==> config.mk <==
export PLATFORM = sky130hd
export DESIGN_NAME = ptmr_top
export DESIGN_NICKNAME = d
export VERILOG_FILES = /design/src/rtl/ptmr_pkg.sv /design/src/rtl/ptmr_prescale.sv /design/src/rtl/ptmr_counter.sv /design/src/rtl/ptmr_regs.sv /design/src/rtl/ptmr_top.sv
export SDC_FILE = /design/constraint.sdc
export NUM_CORES = 1
export LEC_CHECK = 0
export CORE_UTILIZATION = 60
export DETAILED_ROUTE_END_ITERATION = 8
export MAX_ROUTING_LAYER = met4
export PLACE_DENSITY = 0.8
export SLEW_MARGIN = 20
export SYNTH_ARGS = -nofsm -noshare
export SYNTH_HDL_FRONTEND = slang
export SYNTH_SLANG_ARGS = --single-unit
==> constraint.sdc <==
create_clock -name clk -period 8.39 [get_ports clk]
set_clock_uncertainty 0.05 [all_clocks]
set_input_delay 1.678 -clock clk [delete_from_list [all_inputs] [get_ports clk]]
set_output_delay 1.678 -clock clk [all_outputs]
set_load 0.05 [all_outputs]
==> src/rtl/ptmr_pkg.sv <==
package ptmr_pkg;
   // control word bit positions (software decodes these)
   localparam int BIT_RUN   = 0;
   localparam int BIT_RLD   = 1;
   localparam int BIT_FLAG  = 2;
   localparam int BIT_IEN   = 3;
   localparam int BIT_OVW   = 4;
   localparam int BIT_SPA   = 5;
   localparam int BIT_SPB   = 6;
   localparam int PRE_LSB   = 8;

   // byte offsets of the register window
   localparam logic [2:0] OFS_CTL = 3'd0;
   localparam logic [2:0] OFS_MOD = 3'd2;
   localparam logic [2:0] OFS_CNT = 3'd4;

   typedef enum logic [1:0] {
      SEL_NONE = 2'd0,
      SEL_CTL  = 2'd1,
      SEL_MOD  = 2'd2,
      SEL_CNT  = 2'd3
   } reg_sel_e;
endpackage

==> src/rtl/ptmr_prescale.sv <==
module ptmr_prescale #(
   parameter int PRE_W      = 4,
   parameter int HALF_STAGE = 1
) (
   input  logic             clk,
   input  logic             rst_n,
   input  logic             run,
   input  logic             restart,
   input  logic [PRE_W-1:0] pre,
   output logic             tick
);
   // phase counter wide enough for the largest division
   localparam int PH_W = (1 << PRE_W) - 1 + HALF_STAGE;

   if (PRE_W < 1) begin : g_bad_pre
      $error("ptmr_prescale: PRE_W must be at least 1");
   end
   if (HALF_STAGE != 0 && HALF_STAGE != 1) begin : g_bad_half
      $error("ptmr_prescale: HALF_STAGE must be 0 or 1");
   end

   logic [PH_W-1:0]  phase;
   logic [PH_W-1:0]  mask;
   logic [PRE_W:0]   sel;

   // number of low phase bits that must all be ones for a tick
   if (HALF_STAGE == 1) begin : g_half
      assign sel = {1'b0, pre} + (PRE_W+1)'(1);
   end else begin : g_full
      assign sel = {1'b0, pre};
   end

   always_comb begin
      mask = (PH_W'(1) << sel) - PH_W'(1);
   end

   assign tick = run && ((phase & mask) == mask);

   always_ff @(posedge clk or negedge rst_n) begin
      if (!rst_n) begin
         phase <= '0;
      end else if (restart || !run) begin
         phase <= '0;
      end else begin
         phase <= phase + PH_W'(1);
      end
   end

   // with the fixed half stage a tick is never followed by another
   if (HALF_STAGE == 1) begin : g_chk
      p_tick_gap_r5: assert property (@(posedge clk) disable iff (!rst_n)
         (tick && !restart) |=> !tick)
         else $error("tick repeated on consecutive cycles");
   end

   // a restart puts the phase back to its start
   p_restart_phase_r12: assert property (@(posedge clk) disable iff (!rst_n)
      restart |=> (phase == '0))
      else $error("phase not restarted");
endmodule

==> src/rtl/ptmr_counter.sv <==
module ptmr_counter #(
   parameter int CNT_W = 16
) (
   input  logic             clk,
   input  logic             rst_n,
   input  logic             run,
   input  logic             tick,
   input  logic             load,
   input  logic [CNT_W-1:0] load_val,
   input  logic [CNT_W-1:0] limit,
   output logic [CNT_W-1:0] cnt,
   output logic             expire
);
   if (CNT_W < 2) begin : g_bad_w
      $error("ptmr_counter: CNT_W must be at least 2");
   end

   logic at_zero;
   assign at_zero = (cnt == '0);
   assign expire  = run && tick && at_zero && !load;

   always_ff @(posedge clk or negedge rst_n) begin
      if (!rst_n) begin
         cnt <= '0;
      end else if (load) begin
         cnt <= load_val;
      end else if (run && tick) begin
         cnt <= at_zero ? limit : (cnt - CNT_W'(1));
      end
   end

   p_reload_r6: assert property (@(posedge clk) disable iff (!rst_n)
      (run && tick && (cnt == '0) && !load) |=> (cnt == $past(limit)))
      else $error("expiry did not reload the limit");

   p_step_r5: assert property (@(posedge clk) disable iff (!rst_n)
      (run && tick && (cnt != '0) && !load) |=> (cnt == $past(cnt) - CNT_W'(1)))
      else $error("count did not step down by one");

   p_hold_r4: assert property (@(posedge clk) disable iff (!rst_n)
      (!run && !load) |=> $stable(cnt))
      else $error("stopped count moved");
endmodule

==> src/rtl/ptmr_regs.sv <==
module ptmr_regs
   import ptmr_pkg::*;
#(
   parameter int DATA_W = 16,
   parameter int CNT_W  = 16,
   parameter int PRE_W  = 4
) (
   input  logic              clk,
   input  logic              rst_n,
   input  logic              wr_ctl,
   input  logic              wr_mod,
   input  logic [DATA_W-1:0] wdata,
   input  logic              expire,
   output logic              run,
   output logic              rld,
   output logic              ien,
   output logic              ovw,
   output logic              flag,
   output logic [PRE_W-1:0]  pre,
   output logic [CNT_W-1:0]  mod_q,
   output logic [DATA_W-1:0] ctl_view,
   output logic              restart,
   output logic              run_rise
);
   localparam int TOP_BIT = PRE_LSB + PRE_W;

   if (DATA_W < TOP_BIT) begin : g_bad_data
      $error("ptmr_regs: DATA_W too small for the prescale field");
   end
   if (CNT_W > DATA_W) begin : g_bad_cnt
      $error("ptmr_regs: CNT_W must not exceed DATA_W");
   end

   logic spa, spb;
   logic cfg_same;

   // only bits 3 and 2 may differ for a write to count as harmless
   assign cfg_same = (wdata[BIT_RUN] == run) &&
                     (wdata[BIT_RLD] == rld) &&
                     (wdata[BIT_OVW] == ovw) &&
                     (wdata[BIT_SPA] == spa) &&
                     (wdata[BIT_SPB] == spb) &&
                     (wdata[PRE_LSB +: PRE_W] == pre);

   assign restart  = wr_ctl && !cfg_same;
   assign run_rise = wr_ctl && wdata[BIT_RUN] && !run;

   always_ff @(posedge clk or negedge rst_n) begin
      if (!rst_n) begin
         run <= 1'b0;
         rld <= 1'b0;
         ien <= 1'b0;
         ovw <= 1'b0;
         spa <= 1'b0;
         spb <= 1'b0;
         pre <= '0;
      end else if (wr_ctl) begin
         run <= wdata[BIT_RUN];
         rld <= wdata[BIT_RLD];
         ien <= wdata[BIT_IEN];
         ovw <= wdata[BIT_OVW];
         spa <= wdata[BIT_SPA];
         spb <= wdata[BIT_SPB];
         pre <= wdata[PRE_LSB +: PRE_W];
      end
   end

   always_ff @(posedge clk or negedge rst_n) begin
      if (!rst_n) begin
         mod_q <= '0;
      end else if (wr_mod) begin
         mod_q <= wdata[CNT_W-1:0];
      end
   end

   // hardware set wins over any same-cycle software clear
   always_ff @(posedge clk or negedge rst_n) begin
      if (!rst_n) begin
         flag <= 1'b0;
      end else if (expire) begin
         flag <= 1'b1;
      end else if ((wr_ctl && wdata[BIT_FLAG]) || wr_mod) begin
         flag <= 1'b0;
      end
   end

   always_comb begin
      ctl_view                    = '0;
      ctl_view[BIT_RUN]           = run;
      ctl_view[BIT_RLD]           = rld;
      ctl_view[BIT_FLAG]          = flag;
      ctl_view[BIT_IEN]           = ien;
      ctl_view[BIT_OVW]           = ovw;
      ctl_view[BIT_SPA]           = spa;
      ctl_view[BIT_SPB]           = spb;
      ctl_view[PRE_LSB +: PRE_W]  = pre;
   end

   logic unused_gap;
   assign unused_gap = wdata[7];
   if (DATA_W > TOP_BIT) begin : g_hi
      logic unused_hi;
      assign unused_hi = ^wdata[DATA_W-1:TOP_BIT];
   end

   p_flag_set_r6: assert property (@(posedge clk) disable iff (!rst_n)
      expire |=> flag)
      else $error("expiry did not set the flag");

   p_w1c_r7: assert property (@(posedge clk) disable iff (!rst_n)
      (wr_ctl && wdata[BIT_FLAG] && !expire) |=> !flag)
      else $error("write-one did not clear the flag");

   p_w0_keep_r7: assert property (@(posedge clk) disable iff (!rst_n)
      (wr_ctl && !wdata[BIT_FLAG] && flag) |=> flag)
      else $error("write-zero disturbed the flag");

   p_mod_clear_r9: assert property (@(posedge clk) disable iff (!rst_n)
      (wr_mod && !expire) |=> !flag)
      else $error("modulus write left the flag set");

   p_race_r13: assert property (@(posedge clk) disable iff (!rst_n)
      (expire && wr_ctl) |=> flag)
      else $error("clear beat a same-cycle expiry");
endmodule

==> src/rtl/ptmr_top.sv <==
module ptmr_top
   import ptmr_pkg::*;
#(
   parameter int ADDR_W     = 3,
   parameter int DATA_W     = 16,
   parameter int CNT_W      = 16,
   parameter int PRE_W      = 4,
   parameter int HALF_STAGE = 1
) (
   input  logic              clk,
   input  logic              rst_n,
   input  logic              bus_valid,
   input  logic              bus_write,
   input  logic [ADDR_W-1:0] bus_addr,
   input  logic [DATA_W-1:0] bus_wdata,
   output logic [DATA_W-1:0] bus_rdata,
   output logic              irq
);
   localparam logic [ADDR_W-1:0] A_CTL = ADDR_W'(OFS_CTL);
   localparam logic [ADDR_W-1:0] A_MOD = ADDR_W'(OFS_MOD);
   localparam logic [ADDR_W-1:0] A_CNT = ADDR_W'(OFS_CNT);
   localparam logic [CNT_W-1:0]  FULL  = '1;

   if (ADDR_W < 3) begin : g_bad_addr
      $error("ptmr_top: ADDR_W must be at least 3");
   end

   reg_sel_e          sel;
   logic              wr_ctl, wr_mod, rd_req;
   logic              run, rld, ien, ovw, flag;
   logic [PRE_W-1:0]  pre;
   logic [CNT_W-1:0]  mod_q, cnt, limit, load_val, start_limit;
   logic [DATA_W-1:0] ctl_view, rd_mux;
   logic              restart, run_rise, tick, expire, load;

   always_comb begin
      if      (bus_addr == A_CTL) sel = SEL_CTL;
      else if (bus_addr == A_MOD) sel = SEL_MOD;
      else if (bus_addr == A_CNT) sel = SEL_CNT;
      else                        sel = SEL_NONE;
   end

   assign wr_ctl = bus_valid && bus_write && (sel == SEL_CTL);
   assign wr_mod = bus_valid && bus_write && (sel == SEL_MOD);
   assign rd_req = bus_valid && !bus_write;

   ptmr_regs #(
      .DATA_W (DATA_W),
      .CNT_W  (CNT_W),
      .PRE_W  (PRE_W)
   ) u_regs (
      .clk      (clk),
      .rst_n    (rst_n),
      .wr_ctl   (wr_ctl),
      .wr_mod   (wr_mod),
      .wdata    (bus_wdata),
      .expire   (expire),
      .run      (run),
      .rld      (rld),
      .ien      (ien),
      .ovw      (ovw),
      .flag     (flag),
      .pre      (pre),
      .mod_q    (mod_q),
      .ctl_view (ctl_view),
      .restart  (restart),
      .run_rise (run_rise)
   );

   // live limit for reloads; start limit uses the reload bit being written
   assign limit       = rld ? mod_q : FULL;
   assign start_limit = bus_wdata[BIT_RLD] ? mod_q : FULL;
   assign load        = run_rise || (wr_mod && ovw);
   assign load_val    = run_rise ? start_limit : bus_wdata[CNT_W-1:0];

   ptmr_prescale #(
      .PRE_W      (PRE_W),
      .HALF_STAGE (HALF_STAGE)
   ) u_pre (
      .clk     (clk),
      .rst_n   (rst_n),
      .run     (run),
      .restart (restart),
      .pre     (pre),
      .tick    (tick)
   );

   ptmr_counter #(
      .CNT_W (CNT_W)
   ) u_cnt (
      .clk      (clk),
      .rst_n    (rst_n),
      .run      (run),
      .tick     (tick),
      .load     (load),
      .load_val (load_val),
      .limit    (limit),
      .cnt      (cnt),
      .expire   (expire)
   );

   always_comb begin
      unique case (sel)
         SEL_CTL: rd_mux = ctl_view;
         SEL_MOD: rd_mux = DATA_W'(mod_q);
         SEL_CNT: rd_mux = DATA_W'(cnt);
         default: rd_mux = '0;
      endcase
   end

   always_ff @(posedge clk or negedge rst_n) begin
      if (!rst_n) begin
         bus_rdata <= '0;
      end else if (rd_req) begin
         bus_rdata <= rd_mux;
      end else begin
         bus_rdata <= '0;
      end
   end

   assign irq = flag && ien;

   p_ro_count_r3: assert property (@(posedge clk) disable iff (!rst_n)
      (bus_valid && bus_write && (sel == SEL_CNT) && !run) |=> $stable(cnt))
      else $error("write to count offset changed the count");

   p_ovw_load_r10: assert property (@(posedge clk) disable iff (!rst_n)
      (wr_mod && ovw) |=> (cnt == $past(bus_wdata[CNT_W-1:0])))
      else $error("overwrite did not load the counter");

   p_start_load_r4: assert property (@(posedge clk) disable iff (!rst_n)
      run_rise |=> (cnt == $past(start_limit)))
      else $error("start did not load the limit");
endmodule

==> metrics.csv, run 1 <==
metric,value,unit
core_area,6982,sq um
synthTopCellsByArea,"dfrtp_1 42%, mux2_2 6.3%, nor2_1 6.2%",
area_delta_synth_final,13.65,%
drtIter0Drc,421,
maxCapViolCount,0,
period_needed,4.666,ns
hold-worst-slack,0.4966,ns
die_y,88.01,um
fill_cells,539,
grt_use_total,31.17,%
drtAntennaViolNets,0,
worstPathMaxFanout,19,
multi_input_area,2396,sq um
drc,0,
root_buffer,clkbuf_8,
ctsResizeCount,0,
max_freq,0.2143,GHz
drt_pass1_iterations,5,
power_density,241.4,nW/um^2
synth.distinct_cells,61,
clk_pin_slew,0.08,ns
synth_most_common_cell,dfrtp_1,
avgSynthCellArea,9.732,sq um
diodes,0,
overflow,0,
yosysWarnings,0,
grt_max_degree,76,
vias_per_cell,6.312,
fp-row-count,30,
gp_congestion,0.9861,
drv_slew,0,
required,8.55,ns
synth_cells,456,
syn-cell-area,4438,sq um
antenna_found_initial,0,
drive_gt1_share,15.50,%
hold_violations,0,
ys_seq_area_share,42.29,%
fin_crit_sh,55.61,%
setup-tns-final,0,ns
yosysTopAreaCellShare,42.29,%
synth-edff-count,0,
synth_nets,483,
dp_cells,564,
clock_path_buffers,2,
die_w,88.01,um
grt_pass1_vias,3474,
start_kind,input pin,
clkSinkCount,75,
initial_core_util,63.57,%
num_vias,3661,
arrival,4.82,ns
power_leakage,2.003,nW
htreeDepth,3,
ys.flop_type,dfrtp_1,
post_cts_buffers,0,
rsz0062_at_grt,no,
finalSetupViolCount,0,
cts_buffers,9,
critPathKind,in2reg,
status,finished clean,
yosys-top-cells-count,"75 x dfrtp_1, 73 x nor2_1, 29 x a21oi_1",
cts_hold_buf,0,
end_kind,flip-flop,
slew-limit-headroom,37.87,%
clock_latency,0.36,ns
dp_hpwl,7065,um
async_flop_share,100.0,%
vdd_drop_max,180.5,uV
power,1.217,mW
nets,506,
io_buffers,39,
die_area,7745,sq um
post_drt_wl_per_cell,18.37,um
hold_path.class,reg2reg,
fin_cells,580,
io_pins,40,
synth-seq-cells,75,
yosysTopAreaCell,dfrtp_1,
regArea,1877,sq um
grt_pass1_wl,17640,um
worst_slew_pin_slew,0.9320,ns
fin_util,72.24,%
wl,10660,um
cts_tree,done,
## layout by cell type (no fill, tap or decap), types with 2 or more instances in the layout
master           count
dfrtp_1             75
nor2_1              73
clkdlybuf4s50_1     38
a21oi_1             29
mux2_2              25
xnor2_1             19
nand2b_1            17
nand2_1             15
nand3_1             14
a22oi_1             13
xor2_1              12
mux2i_1             11
clkbuf_8            10
inv_1                8
a31oi_1              8
o21ai_0              7
nor3b_2              7
nor3_1               6
o31ai_1              6
a211oi_2             6
a221oi_2             6
nor4_1               5
o2111ai_1            5
buf_4                5
and3_1               4
or3_1                4
ha_1                 4
nand4_1              3
and2_1               3
a211o_1              3
or4_4                2
o211ai_1             2
o21ai_1              2
nor3b_1              2
a311oi_1             2
a221oi_1             2
clkinv_4             2
clkinv_2             2
## metal layers
layer | up-vias | wire [um] | global-route usage [%] | share of wire [%]
li1 | 1687 | - | - | -
met1 | 1796 | 4894 | 43.57 | 46
met2 | 162 | 4830 | 46.09 | 45
met3 | 16 | 762 | 5.090 | 7.2
met4 | 0 | 169 | 10.43 | 1.6
met5 | - | 0 | - | 0
## cell type report
class / instances / area share [%]
clock buffer: 10 / 2.729
clock inverter: 6 / 1.290
inverter: 8 / 0.5954
multi-input combinational: 342 / 47.51
sequential: 75 / 37.21
tap: 96 / 2.382
timing repair buffer: 43 / 8.286
## registers in the layout, indices dropped and copies added (netlist names), 4 cells and up
register	count
bus_rdata	16
u_cnt.cnt	16
u_pre.phase	16
u_regs.mod_q	16
u_regs.pre	4
## metrics by stage
| stage | setup WS, ns | instance area (sq um) |
|---|---|---|
| after floorplan | 4.981 | 4438 |
| final | 3.724 | 5044 |
| after global placement | 3.498 | 4831 |
| after CTS | 3.661 | 5034 |
| after detailed placement | 3.310 | 4831 |
| after global routing | 3.526 | 5044 |
## power breakdown
group | leakage, nW | internal, mW | switching, mW | total, mW
Sequential | 0.965 | 0.432 | 0.125 | 0.558
Clock | 0.102 | 0.145 | 0.143 | 0.289
Combinational | 0.935 | 0.189 | 0.182 | 0.371
## logic make-up after synthesis
logic type	after synthesis	share of synthesized area, %
AOI/OAI and AO/OA	98	16.30
xor gates and xnor gates	31	6.118
muxes	36	8.824
adders and majority gates	4	1.128
and+or+nand+nor	172	21.12
other	1	0.08450
DFF	75	42.29
buffers and inverters	39	4.144
## path summary, 6_finish.rpt
path                               startpoint            end  slack, ns  cells past startpoint
worst min register to register     u_regs.ien     u_regs.ien       0.50                      1
worst max-delay path              bus_addr[1]   u_cnt.cnt[6]       3.72                     10
worst min-delay path               u_regs.ien     u_regs.ien       0.50                      1
worst max register to register  u_regs.pre[1]  u_cnt.cnt[14]       4.87                      9
max in group asynchronous               rst_n     u_regs.spb       6.29                      1
min in group asynchronous               rst_n  bus_rdata[14]       1.41                      1
## critical path, stage by stage
cell and delay, ns:
clkdlybuf4s50_1 1.06, nor2b_4 0.35, nor3b_2 0.19, buf_4 0.30, and2_1 0.18, buf_4 0.28, or2_4 0.32, a311oi_1 0.08
a221oi_1 0.25, a21oi_1 0.11
Power figures use the tool's default switching activity.
==> run 2: changes to the inputs <==
Settings changed: CORE_UTILIZATION 60 to 58, PLACE_DENSITY 0.8 to 0.77.
Clock period 8.39 ns to 4.7 ns, I/O delays scaled along.
==> run 2 against run 1 <==
  * The run now ends with DRC left
  * Register-to-register slack got worse by 3.5 ns
  * Clock power up 76%
  * Critical path depth decreased by 1
  * Power is 78% higher
  * Design area grew 0.67%
  * Sequential share of layout area decreased by 0.25 points
  * Count of clock-buffer cells in the layout is 3 higher
  * Combinational power grew 79%
  * Wire length grew 0.91%
  * First-iteration DRC count fell by 24%
  * Non-clock buffer count up 4
  * Die area rose by 3.4%
  * Critical path type is now reg2reg
  * Critical endpoint is now u_cnt.cnt[14]
==> metrics.csv, run 2 (synthesized netlist as in run 1, its figures left out) <==
metric,value,unit
overflow,0,
start_kind,flip-flop,
cts_tree,done,
drive_gt1_share,15.57,%
drv_slew,0,
fill_cells,587,
cpLargestDelayFamily,compound AO/OA/AOI/OAI gates,
wl,10750,um
multi_input_area,2394,sq um
core_area,7331,sq um
max_freq,0.2966,GHz
slew-limit-headroom,37.89,%
place_area,4865,sq um
drc,1,
drt_pass1_iterations,9,
die_w,89.48,um
regArea,1877,sq um
fin_crit_sh,71.73,%
clkSinkCount,75,
clock_path_buffers,2,
die_y,89.48,um
worst_slew_pin_slew,0.9316,ns
clock_latency,0.35,ns
dp_cells,571,
hold_violations,0,
worstPathCellList,or4_4 -> ha_1 -> inv_1 -> nor3_1 -> nor4_1 -> o2111ai_1 -> o21ai_4 -> a21oi_1 -> a31oi_1,
power,2.164,mW
arrival,3.59,ns
critPathKind,reg2reg,
final_common_cell,dfrtp_1,
power_density,426.1,nW/um^2
required,4.92,ns
whs_path_depth,1,
cts_buffers,9,
crit_path_max_incr_delay,0.68,ns
grt_pass1_wl,17090,um
clk_pin_slew,0.08,ns
gp_congestion,0.9586,
htreeDepth,3,
rr_worst_depth,9,
crit_buf_inv,1,
diodes,0,
grt_pass1_vias,3267,
dp_hpwl,7361,um
end_kind,flip-flop,
post_drt_wl_per_cell,18.32,um
critical-path-slowest-cell,o21ai_4,
power_leakage,2.019,nW
num_vias,3671,
root_buffer,clkbuf_8,
vias_per_cell,6.254,
grt_max_degree,76,
antenna_found_initial,0,
drtIter0Drc,320,
violations,DRC,
cts_hold_buf,0,
rsz0062_at_grt,no,
die_area,8006,sq um
drtAntennaViolNets,0,
io_pins,40,
worstSetupPathDepth,9,
grt_use_total,29.80,%
fin_cells,587,
io_buffers,39,
finalSetupViolCount,0,
maxCapViolCount,0,
layout_common_cells,"75 x dfrtp_1, 73 x nor2_1, 38 x clkdlybuf4s50_1, 29 x a21oi_1, 25 x mux2_2",
hold_path.class,reg2reg,
initial_core_util,60.54,%
area_delta_synth_final,14.41,%
ctsResizeCount,0,
worstPathMaxFanout,30,
fp-row-count,31,
status,finished with violations,
nets,510,
setup-tns-final,0,ns
vdd_drop_max,219.7,uV
final_area,5077,sq um
period_needed,3.371,ns
post_cts_buffers,0,
[run 2: cell types whose count changed in the layout (fill, tap and decap cells not counted)]
cell | before | now
buf_4 | 5 | 9
clkbuf_1 | 0 | 2
clkinv_2 | 2 | 0
clkbuf_8 | 10 | 11
clkinv_4 | 2 | 1
nor2b_1 | 0 | 1
nor2b_2 | 1 | 0
[run 2: area by class of cell]
class                   count  share of cell area [%]
repair buffers             47                   8.822
multi-input cells         342                   47.14
clock inverters             3                  0.9118
flip-flops and latches     75                   36.96
well taps                  99                   2.440
clock buffers              13                   3.130
inverters                   8                  0.5914
[run 2: final timing paths]
kind / start / end / slack, ns
hold / removal: u_regs.ien / u_regs.ien / 0.48
hold reg to reg: u_regs.ien / u_regs.ien / 0.48
min in group asynchronous: rst_n / u_regs.mod_q[12] / 0.68
max in group asynchronous: rst_n / u_regs.pre[3] / 3.32
setup / recovery: u_regs.pre[1] / u_cnt.cnt[14] / 1.33
setup reg to reg: u_regs.pre[1] / u_cnt.cnt[14] / 1.33
[run 2: metal layers]
metal,wire length (um),global-route usage [%],vias up
li1,-,-,1692
met1,5025,43.07,1794
met2,4818,42.68,169
met3,730,4.247,16
met4,180,10.25,0
met5,0,-,-
[run 2: through the flow]
stage	hold slack, ns	setup WS [ns]	util [%]
after global routing	0.5202	1.078	69.26
final	0.4810	1.329	69.26
after global placement	0.4668	1.028	66.36
after CTS	0.4894	1.146	69.16
after floorplan	0.4406	2.013	-
after detailed placement	0.4705	0.9550	66.36
[run 2: report_power, final]
group / switching [mW] / internal (mW)
combinational: 0.323 / 0.341
clock: 0.234 / 0.276
sequential: 0.217 / 0.772
total: 0.774 / 1.39
